**src/rtl/ivt_pkg.sv**
```systemverilog
package ivt_pkg;

   localparam logic [1:0] ADR_DIV  = 2'd0;
   localparam logic [1:0] ADR_CNT  = 2'd1;
   localparam logic [1:0] ADR_MOD  = 2'd2;
   localparam logic [1:0] ADR_CTL  = 2'd3;

   typedef enum logic [1:0] {
      RLD_RUN  = 2'd0,
      RLD_PEND = 2'd1,
      RLD_DONE = 2'd2
   } rld_state_e;

   // divider bit watched for each period code (half the period)
   function automatic int unsigned tap_for(input logic [1:0] code);
      case (code)
         2'd0:    return 9;
         2'd1:    return 3;
         2'd2:    return 5;
         default: return 7;
      endcase
   endfunction

endpackage

```
**src/rtl/ivt_divider.sv**
```systemverilog
module ivt_divider #(
   parameter int DIV_W    = 16,
   parameter int STEP     = 4,
   parameter int FS_TAP_N = 12,
   parameter int FS_TAP_D = 13
) (
   input  logic             clk,
   input  logic             rst_n,
   input  logic             step_en,
   input  logic             clr,
   input  logic             dbl,
   output logic [DIV_W-1:0] div_q,
   output logic [DIV_W-1:0] div_d,
   output logic             fs_tick
);

   localparam logic [DIV_W-1:0] STEP_V = DIV_W'(STEP);

   generate
      if (DIV_W < 10) begin : g_bad_width
         $error("ivt_divider: DIV_W must cover the widest timer tap");
      end
      if ((STEP < 1) || ((STEP & (STEP - 1)) != 0)) begin : g_bad_step
         $error("ivt_divider: STEP must be a power of two");
      end
      if ((FS_TAP_N >= DIV_W) || (FS_TAP_D >= DIV_W)) begin : g_bad_tap
         $error("ivt_divider: sequencer taps exceed divider width");
      end
   endgenerate

   logic fs_old, fs_new;

   always_comb begin
      if (clr)          div_d = '0;
      else if (step_en) div_d = div_q + STEP_V;
      else              div_d = div_q;
   end

   always_ff @(posedge clk or negedge rst_n) begin
      if (!rst_n) div_q <= '0;
      else        div_q <= div_d;
   end

   assign fs_old  = dbl ? div_q[FS_TAP_D] : div_q[FS_TAP_N];
   assign fs_new  = dbl ? div_d[FS_TAP_D] : div_d[FS_TAP_N];
   assign fs_tick = fs_old & ~fs_new;


   div_step_chk: assert property (@(posedge clk) disable iff (!rst_n)
      (step_en && !clr) |=> (div_q == DIV_W'($past(div_q) + STEP_V)));


   div_clr_chk: assert property (@(posedge clk) disable iff (!rst_n)
      clr |=> (div_q == '0));


   fs_tick_norm_chk: assert property (@(posedge clk) disable iff (!rst_n)
      (fs_tick && !dbl) |=> !div_q[FS_TAP_N]);


   fs_tick_dbl_chk: assert property (@(posedge clk) disable iff (!rst_n)
      (fs_tick && dbl) |=> !div_q[FS_TAP_D]);

endmodule

```
**src/rtl/ivt_counter.sv**
```systemverilog
module ivt_counter
   import ivt_pkg::*;
#(
   parameter int DIV_W = 16,
   parameter int DW    = 8
) (
   input  logic             clk,
   input  logic             rst_n,
   input  logic             step_en,
   input  logic [DIV_W-1:0] div_q,
   input  logic [DIV_W-1:0] div_d,
   input  logic             wr_en,
   input  logic [1:0]       wr_addr,
   input  logic [DW-1:0]    wr_data,
   output logic [DW-1:0]    cnt_q,
   output logic [DW-1:0]    mod_q,
   output logic [2:0]       ctl_q,
   output logic             irq
);

   localparam int IW = $clog2(DIV_W);

   generate
      if (DW < 3) begin : g_bad_dw
         $error("ivt_counter: data width too small for control field");
      end
   endgenerate

   rld_state_e     st_q, st_d;
   logic [DW-1:0]  cnt_d, reload_val;
   logic [2:0]     ctl_nx;
   logic [IW-1:0]  tap_o, tap_n;
   logic           wr_cnt, wr_mod, wr_ctl;
   logic           sig_o, sig_n, inc;

   assign wr_cnt = wr_en && (wr_addr == ADR_CNT);
   assign wr_mod = wr_en && (wr_addr == ADR_MOD);
   assign wr_ctl = wr_en && (wr_addr == ADR_CTL);

   assign ctl_nx = wr_ctl ? wr_data[2:0] : ctl_q;
   assign tap_o  = IW'(tap_for(ctl_q[1:0]));
   assign tap_n  = IW'(tap_for(ctl_nx[1:0]));

   // falling edge of (enable AND watched bit), judged on present vs next state
   assign sig_o = ctl_q[2]  & div_q[tap_o];
   assign sig_n = ctl_nx[2] & div_d[tap_n];
   assign inc   = sig_o & ~sig_n;

   assign reload_val = wr_mod ? wr_data : mod_q;
   assign irq        = (st_q == RLD_PEND) && step_en && !wr_cnt;

   always_comb begin
      cnt_d = cnt_q;
      st_d  = st_q;
      case (st_q)
         RLD_PEND: begin
            if (wr_cnt) begin
               cnt_d = wr_data;
               st_d  = RLD_RUN;
            end else if (step_en) begin
               cnt_d = reload_val;
               st_d  = RLD_DONE;
            end
         end
         default: begin
            if ((st_q == RLD_DONE) && step_en) st_d = RLD_RUN;
            if (wr_cnt && (st_q == RLD_RUN)) begin
               cnt_d = wr_data;
            end else if (inc) begin
               if (cnt_q == {DW{1'b1}}) begin
                  cnt_d = '0;
                  st_d  = RLD_PEND;
               end else begin
                  cnt_d = cnt_q + 1'b1;
               end
            end
         end
      endcase
   end

   always_ff @(posedge clk or negedge rst_n) begin
      if (!rst_n) begin
         cnt_q <= '0;
         mod_q <= '0;
         ctl_q <= '0;
         st_q  <= RLD_RUN;
      end else begin
         cnt_q <= cnt_d;
         st_q  <= st_d;
         if (wr_mod) mod_q <= wr_data;
         if (wr_ctl) ctl_q <= wr_data[2:0];
      end
   end


   irq_zero_chk: assert property (@(posedge clk) disable iff (!rst_n)
      irq |-> (cnt_q == '0));


   irq_single_chk: assert property (@(posedge clk) disable iff (!rst_n)
      irq |=> !irq);


   cancel_chk: assert property (@(posedge clk) disable iff (!rst_n)
      ((st_q == RLD_PEND) && wr_cnt) |=> ((cnt_q == $past(wr_data)) && !irq));


   reloaded_hold_chk: assert property (@(posedge clk) disable iff (!rst_n)
      ((st_q == RLD_DONE) && wr_cnt && !inc) |=> (cnt_q == $past(cnt_q)));

endmodule

```
**src/rtl/ivt_timer.sv**
```systemverilog
module ivt_timer
   import ivt_pkg::*;
#(
   parameter int DIV_W    = 16,
   parameter int DW       = 8,
   parameter int STEP     = 4,
   parameter int FS_TAP_N = 12,
   parameter int FS_TAP_D = 13,
   parameter bit RD_PIPE  = 1'b0
) (
   input  logic          clk,
   input  logic          rst_n,
   input  logic          mcyc_en,
   input  logic          dbl_speed,
   input  logic          wr_en,
   input  logic [1:0]    wr_addr,
   input  logic [DW-1:0] wr_data,
   input  logic [1:0]    rd_addr,
   output logic [DW-1:0] rd_data,
   output logic          timer_irq,
   output logic          seq_tick
);

   generate
      if (DIV_W < DW) begin : g_bad_view
         $error("ivt_timer: divider narrower than register view");
      end
   endgenerate

   logic [DIV_W-1:0] div_q, div_d;
   logic [DW-1:0]    cnt_q, mod_q, rd_mux;
   logic [2:0]       ctl_q;
   logic             div_clr;

   assign div_clr = wr_en && (wr_addr == ADR_DIV);

   ivt_divider #(
      .DIV_W(DIV_W), .STEP(STEP), .FS_TAP_N(FS_TAP_N), .FS_TAP_D(FS_TAP_D)
   ) div_i (
      .clk(clk), .rst_n(rst_n), .step_en(mcyc_en), .clr(div_clr),
      .dbl(dbl_speed), .div_q(div_q), .div_d(div_d), .fs_tick(seq_tick)
   );

   ivt_counter #(.DIV_W(DIV_W), .DW(DW)) cnt_i (
      .clk(clk), .rst_n(rst_n), .step_en(mcyc_en),
      .div_q(div_q), .div_d(div_d),
      .wr_en(wr_en), .wr_addr(wr_addr), .wr_data(wr_data),
      .cnt_q(cnt_q), .mod_q(mod_q), .ctl_q(ctl_q), .irq(timer_irq)
   );

   always_comb begin
      case (rd_addr)
         ADR_DIV: rd_mux = div_q[DIV_W-1 -: DW];
         ADR_CNT: rd_mux = cnt_q;
         ADR_MOD: rd_mux = mod_q;
         default: rd_mux = {{(DW-3){1'b1}}, ctl_q};
      endcase
   end

   generate
      if (RD_PIPE) begin : g_rd_reg
         always_ff @(posedge clk or negedge rst_n) begin
            if (!rst_n) rd_data <= '0;
            else        rd_data <= rd_mux;
         end
      end else begin : g_rd_comb
         assign rd_data = rd_mux;
      end
   endgenerate


   ctl_read_chk: assert property (@(posedge clk) disable iff (!rst_n)
      (!RD_PIPE && (rd_addr == ADR_CTL)) |-> (rd_data[DW-1:3] == {(DW-3){1'b1}}));

endmodule

```
**config.mk**
```make
export PLATFORM = sky130hd
export DESIGN_NAME = ivt_timer
export DESIGN_NICKNAME = d
export VERILOG_FILES = /design/src/rtl/ivt_pkg.sv /design/src/rtl/ivt_divider.sv /design/src/rtl/ivt_counter.sv /design/src/rtl/ivt_timer.sv
export SDC_FILE = /design/constraint.sdc
export NUM_CORES = 1
export LEC_CHECK = 0
export BUFFER_PORTS_ARGS = -buffer_cell sky130_fd_sc_hd__buf_4
export CAP_MARGIN = 20
export CORE_MARGIN = 2
export CORE_UTILIZATION = 60
export CTS_BUF_LIST = sky130_fd_sc_hd__clkbuf_4 sky130_fd_sc_hd__clkbuf_8
export DETAILED_ROUTE_END_ITERATION = 8
export HOLD_SLACK_MARGIN = 0.1
export PLACE_DENSITY = 0.9
export SETUP_SLACK_MARGIN = 0.4
export SYNTH_ARGS = -nofsm -noshare
export SYNTH_HDL_FRONTEND = slang
export SYNTH_SLANG_ARGS = --single-unit
```
**constraint.sdc**
```tcl
create_clock -name clk -period 2.8 [get_ports clk]
set_clock_uncertainty 0.2 [all_clocks]
set_input_delay 0.14 -clock clk [delete_from_list [all_inputs] [get_ports clk]]
set_output_delay 0.14 -clock clk [all_outputs]
set_load 0.02 [all_outputs]
```
Word-level counts from Yosys, hierarchy flattened
Cells that the tools add are included.
- add/subtract/negate cells: 2
- order comparisons: 2
- equal/unequal tests: 13
- muxes and demuxes: 26
- bitwise operators: 6
- reduce and logical (&&, ||, !) cells: 16
- operators with widths (kind ; number):
    $mux W8 ; 7
    $mux W16 ; 2
    $pmux W4 S3 ; 2
    $pmux W8 S3 ; 1
    $add A16 B3 Y16 const B ; 1
    $mux W2 ; 7
    $eq A2 B2 Y1 const B ; 6
    $eq A2 B1 Y1 const B ; 5
    $logic_not A2 Y1 ; 5
    $lt A4 B5 Y1 const B ; 2
    $add A8 B1 Y8 const B ; 1
    $bmux W1 S4 ; 2
    $eq A8 B8 Y1 const B ; 1
    $logic_and A1 B1 Y1 ; 8
    $and A1 B1 Y1 ; 4
    $mux W1 ; 4
    $mux W3 ; 1
    $ne A3 B2 Y1 const B ; 1
    $reduce_bool A3 Y1 ; 1
    $not A1 Y1 ; 2
    $reduce_and A2 Y1 ; 1
    $logic_not A1 Y1 ; 1
- flip-flop bits (word level): 37
- bits of input ports: 17
- word-level logic and storage cells: 70

Longest topological paths before layout
- depth after elaboration: 13
- gate-level depth with buffers: 8
- gate-level depth less buffers: 7

By module
From an unflattened synthesis, not the netlist that was laid out.
- cell total of the unflattened synthesis: 238
- area total of the unflattened synthesis: 2497.4 um^2
- modules (own cells, without submodules) (module ; instances ; cells an instance ; area each (um^2)):
    ivt_counter ; 1 ; 138 ; 1471.4
    ivt_divider ; 1 ; 83 ; 824.5
    ivt_timer ; 1 ; 17 ; 201.4

Least setup slack after synthesis
No wires, ideal clock.
- kind: register to register
- from: reg div_i.div_q[2]
- to: reg cnt_i.cnt_q[3]
- setup time: 0.125 ns
- data arrival time: 1.873 ns
- slack: 0.602 ns
- cell stages (with the launch flop): 8
- buffers on the path: 0
- period minus slack after synthesis: 2.198 ns
- cell sequence: dfrtp_1 -> ha_1 -> mux2i_1 -> nor2_1 -> o21ai_0 -> o22ai_2 -> o22ai_4 -> mux2_4
- longest elaborated chain between the ends: 10
- RTL lines (element ; line ; text):
    start, declared ; ivt_divider.sv:12 ; output logic [DIV_W-1:0] div_q,
    start signal, assigned ; ivt_divider.sv:41 ; else div_q <= div_d;
    $add A16 B3 Y16 ; ivt_divider.sv:35 ; else if (step_en) div_d = div_q + STEP_V;
    $mux W16 ; ivt_divider.sv:35 ;
    $mux W16 ; ivt_divider.sv:34 ; if (clr) div_d = '0;
    via cnt_i.div_d[3] ; ivt_counter.sv:11 ; input logic [DIV_W-1:0] div_d,
    $bmux W1 S4 ; ivt_counter.sv:46 ; assign sig_n = ctl_nx[2] & div_d[tap_n];
    $mux W1 (implied by the code) ; ivt_counter.sv:46 ;
    $and A1 B1 Y1 ; ivt_counter.sv:46 ;
    $not A1 Y1 ; ivt_counter.sv:47 ; assign inc = sig_o & ~sig_n;
    $and A1 B1 Y1 ; ivt_counter.sv:47 ;
    $reduce_bool A3 Y1 (no line) ; n/a ;
    $reduce_and A2 Y1 (no line) ; n/a ;
    end signal, assigned ; ivt_counter.sv:88 ; cnt_q <= cnt_d;
    end, declared ; ivt_counter.sv:15 ; output logic [DW-1:0] cnt_q,
The timed path passes the listed nets, and every way through them passes these cells. The select of a mux whose other input is x is not followed.
A chain may end at the register's enable or synchronous reset.

Final worst setup path
- from: reg cnt_i.st_q[0]
- to: reg cnt_i.cnt_q[4]
- longest elaborated chain between the ends: 4
- RTL lines (element ; line ; text):
    start, declared ; ivt_counter.sv:29 ; rld_state_e st_q, st_d;
    start signal, assigned ; ivt_counter.sv:89 ; st_q <= st_d;
    $logic_not A2 Y1 ; ivt_counter.sv:67 ; if (wr_cnt && (st_q == RLD_RUN)) begin
    $logic_and A1 B1 Y1 ; ivt_counter.sv:67 ;
    $reduce_bool A3 Y1 (no line) / $mux W8 (equally long branches) ; n/a ;
    $reduce_and A2 Y1 (no line) / $mux W8 (equally long branches) ; n/a ;
Parallel ways exist; a longest one is shown, timed or not.

==> flow_metrics.tcl <==
set metrics [dict create \
    row_count 22 \
    critical_path.reg2reg.endpoint "cnt_i.cnt_q[4]" \
    hold_violations 0 \
    combPwrFrac 0.372 \
    worst_slew_pin_slew_ps 451 \
    syn-mean-instance-area_um2 10.3 \
    wire_length_of_the_first_global_routing_pass_um 9850 \
    routedWlPerCell_um 19.4 \
    synth.largest_area_cell "sky130_fd_sc_hd__dfrtp_1" \
    total_number_of_h_tree_levels 2 \
    synth.lib_cells_used.distinct 53 \
    slack_of_the_worst_reg_to_reg_path_ps 450 \
    chipHeight_um 65.7 \
    ios 27 \
    maxClockFrequency_ghz 0.426 \
    maxCapViolCount 0 \
    diodes 0 \
    power.ir.vdd_worst_mv 0.467 \
    dpl.cell_count 291 \
    cts.path.max_buffers 2 \
    avgViaCountPerCell 6.42 \
    p_leak_nw 1.24 \
    syn_to_final_growth_pct 22.7 \
    finalHoldWorstSlack_ps 116 \
    tritoncts.num_buffers 5 \
    synth_seq_area_share 0.384 \
    postRouteAntennaNets 0 \
    globalRoute.totalOverflow 0 \
    io_buffers 26 \
    syn_area_mm2 0.00228 \
    rsz_0062_raised_after_global_routing "yes" \
    synth_seq_cells 35 \
    pwr-share-seq 0.410 \
    clkSlewWorstSetupHoldPaths_ps 70 \
    floorplan.die.width_um 65.7 \
    synthesized_net_count 241 \
    layout_commonest_cell "sky130_fd_sc_hd__dfrtp_1" \
    layout.cells.most_common_list "sky130_fd_sc_hd__dfrtp_1 (35), sky130_fd_sc_hd__buf_4 (31), sky130_fd_sc_hd__nor2_1 (26)" \
    die_area_mm2 0.00431 \
    run_status "complete, no violations" \
    gr-usage-all-layers 0.311 \
    via_count_of_the_first_global_routing_pass 1968 \
    syn_inst 222 \
    power.share.clock 0.217 \
    worst_setup_path_start_kind "flop" \
    pre_antenna_drt_iters 5 \
    clock_tree.root_cell "sky130_fd_sc_hd__clkbuf_8" \
    post_route_cells_drive_above_1_share 0.297 \
    setup_violations 0 \
    synth_ff_type "sky130_fd_sc_hd__dfrtp_1" \
    arrival_ps 2320 \
    placer_s_final_routability_congestion_estimate 0.858 \
    r2r_start "cnt_i.st_q[0]" \
    total_power_mw 1.91 \
    total_switching_power_mw 0.675 \
    initial_utilization 0.623 \
    final.min_clock_period_ps 2350 \
    final_min_period_over_clock_period 0.839 \
    post_synth_edffs 0 \
    design.core.area_mm2 0.00366 \
    drv_slew 0 \
    synth_async_sr_flop_share 1.00 \
    netSwitchingFraction 0.354 \
    num-nets-final 284 \
    worstSetupEndpointType "flop" \
    grt_start_max_net_pins 36 \
    post-route-drc-count 0 \
    synth-warning-count 0 \
    grt_antenna_before_repair 0 \
    layout.cells.non_filler 314 \
    ys_top_cells_by_area "sky130_fd_sc_hd__dfrtp_1 (38%), sky130_fd_sc_hd__mux2_2 (5.9%), sky130_fd_sc_hd__nor2_1 (4.4%), sky130_fd_sc_hd__mux2_4 (3.9%), sky130_fd_sc_hd__mux4_2 (3.9%)" \
    cts_tree "done" \
    timing_worst_setup_path_type "flop to flop" \
    drt_wl_total_um 6100 \
    crit_path_to "cnt_i.cnt_q[4]" \
    clkSinkCount 35 \
    clkLatencyLatePin_ps 290 \
    drt_first_iter_violations 158 \
    cp-startpoint "cnt_i.st_q[0]" \
    worst-r2r-cell-count 7 \
    detailedPlacementHpwl_um 4200 \
    max-slew-margin-rel 0.700 \
    vias 2017 \
    fin_tns_setup_ps 0 \
    hp-class "primary input to flop" \
    cp.required_ps 2770 \
    cp_max_fo 9 \
    internal_portion_of_total_power_mw 1.23 \
    synth.top_cell.area_share 0.384 \
    cellPowerDensity_mw_per_mm2 682 \
]
## layout make-up
| type | instances | area (um2) |
|---|---|---|
| Clock buffer | 8 | 104 |
| Timing Repair Buffer | 45 | 383 |
| Tap cell | 48 | 60.1 |
| Sequential cell | 35 | 876 |
| Inverter | 7 | 26.3 |
| Multi-Input combinational cell | 171 | 1350 |
| Fill cell | 264 | 863 |
## synthesized netlist by cell type, types with 5 or more instances
| cell type | count |
|---|---|
| sky130_fd_sc_hd__dfrtp_1 | 35 |
| sky130_fd_sc_hd__mux2i_1 | 5 |
| sky130_fd_sc_hd__nand2_1 | 15 |
| sky130_fd_sc_hd__nand3_1 | 6 |
| sky130_fd_sc_hd__xnor2_1 | 5 |
| sky130_fd_sc_hd__nor2_1 | 27 |
| sky130_fd_sc_hd__xor2_1 | 10 |
| sky130_fd_sc_hd__inv_1 | 6 |
| sky130_fd_sc_hd__a21oi_1 | 8 |
| sky130_fd_sc_hd__mux2_4 | 6 |
| sky130_fd_sc_hd__o22a_1 | 5 |
| sky130_fd_sc_hd__nand4_1 | 7 |
| sky130_fd_sc_hd__mux2_2 | 12 |
| sky130_fd_sc_hd__o21ai_0 | 7 |
## metal layers
metal | track usage | routed length, um | up-vias
met4 | 0.120 | 216 | 0
met1 | 0.390 | 2370 | 976
met3 | 0.0771 | 519 | 23
met2 | 0.514 | 3000 | 118
met5 | 0 | 0 | -
li1 | - | - | 900
## worst max-delay path, cell delays in order (launching register included)
cell and delay, ps:
sky130_fd_sc_hd__dfrtp_1 480, sky130_fd_sc_hd__nor2b_1 190, sky130_fd_sc_hd__buf_4 180, sky130_fd_sc_hd__nor2_1 310, sky130_fd_sc_hd__o21a_1 300, sky130_fd_sc_hd__o22ai_4 110, sky130_fd_sc_hd__buf_12 170, sky130_fd_sc_hd__mux2_4 290
## power by group through the flow
stage	combinational (mW)	clock, mW	sequential [mW]
3_3_place_gp	0.605	0	0.765
5_1_grt	0.764	0.440	0.794
2_1_floorplan	0.487	0	0.731
3_5_place_dp	0.632	0	0.775
4_1_cts	0.675	0.418	0.773
6_report	0.711	0.415	0.783
## flip-flops by register name (all words and copies together) (netlist names)
| register | count |
|---|---|
| div_i.div_q | 14 |
| cnt_i.mod_q | 8 |
| cnt_i.ctl_q | 3 |
| cnt_i.st_q | 2 |
| cnt_i.cnt_q | 8 |
## metrics by stage
step            util  cell area, um2  setup WS [ps]
2_1_floorplan      -            2280            602
3_3_place_gp   0.684            2500            493
3_5_place_dp   0.684            2500            377
4_1_cts        0.753            2760            431
5_1_grt        0.764            2800            403
6_report       0.764            2800            452
## kinds of logic (layout without fill, tap and decap cells)
| kind of cell | count (synthesis) | count (layout) | synth area share |
|---|---|---|---|
| fa+ha+maj | 2 | 2 | 0.0110 |
| simple gates | 81 | 81 | 0.194 |
| xor+xnor | 15 | 15 | 0.0576 |
| flops | 35 | 35 | 0.384 |
| compound gates | 45 | 45 | 0.149 |
| mux | 28 | 28 | 0.166 |
| buf+inv | 16 | 60 | 0.0389 |
## worst min-delay path by stage
stage | slack [ps] | to | depth (start not counted) | from
6_report | 120 | div_i.div_q[7] | 3 | wr_addr[1]
3_3_place_gp | -90 | div_i.div_q[4] | 1 | rst_n
5_1_grt | 120 | cnt_i.ctl_q[2] | 3 | wr_en
2_1_floorplan | -360 | cnt_i.cnt_q[0] | 0 | rst_n
4_1_cts | 110 | div_i.div_q[7] | 3 | wr_addr[1]
3_5_place_dp | -80 | div_i.div_q[4] | 1 | rst_n
## repair_timing
item | CTS | global route
pin swaps | 1 | 1
resized for setup | 1 | 7
hold buffers | 13 | 0
hold endpoints to repair | 53 | 0
buffers inserted | 1 | 1
setup endpoints to repair | 6 | 7
No activity file was read; power rests on OpenSTA's default activity.
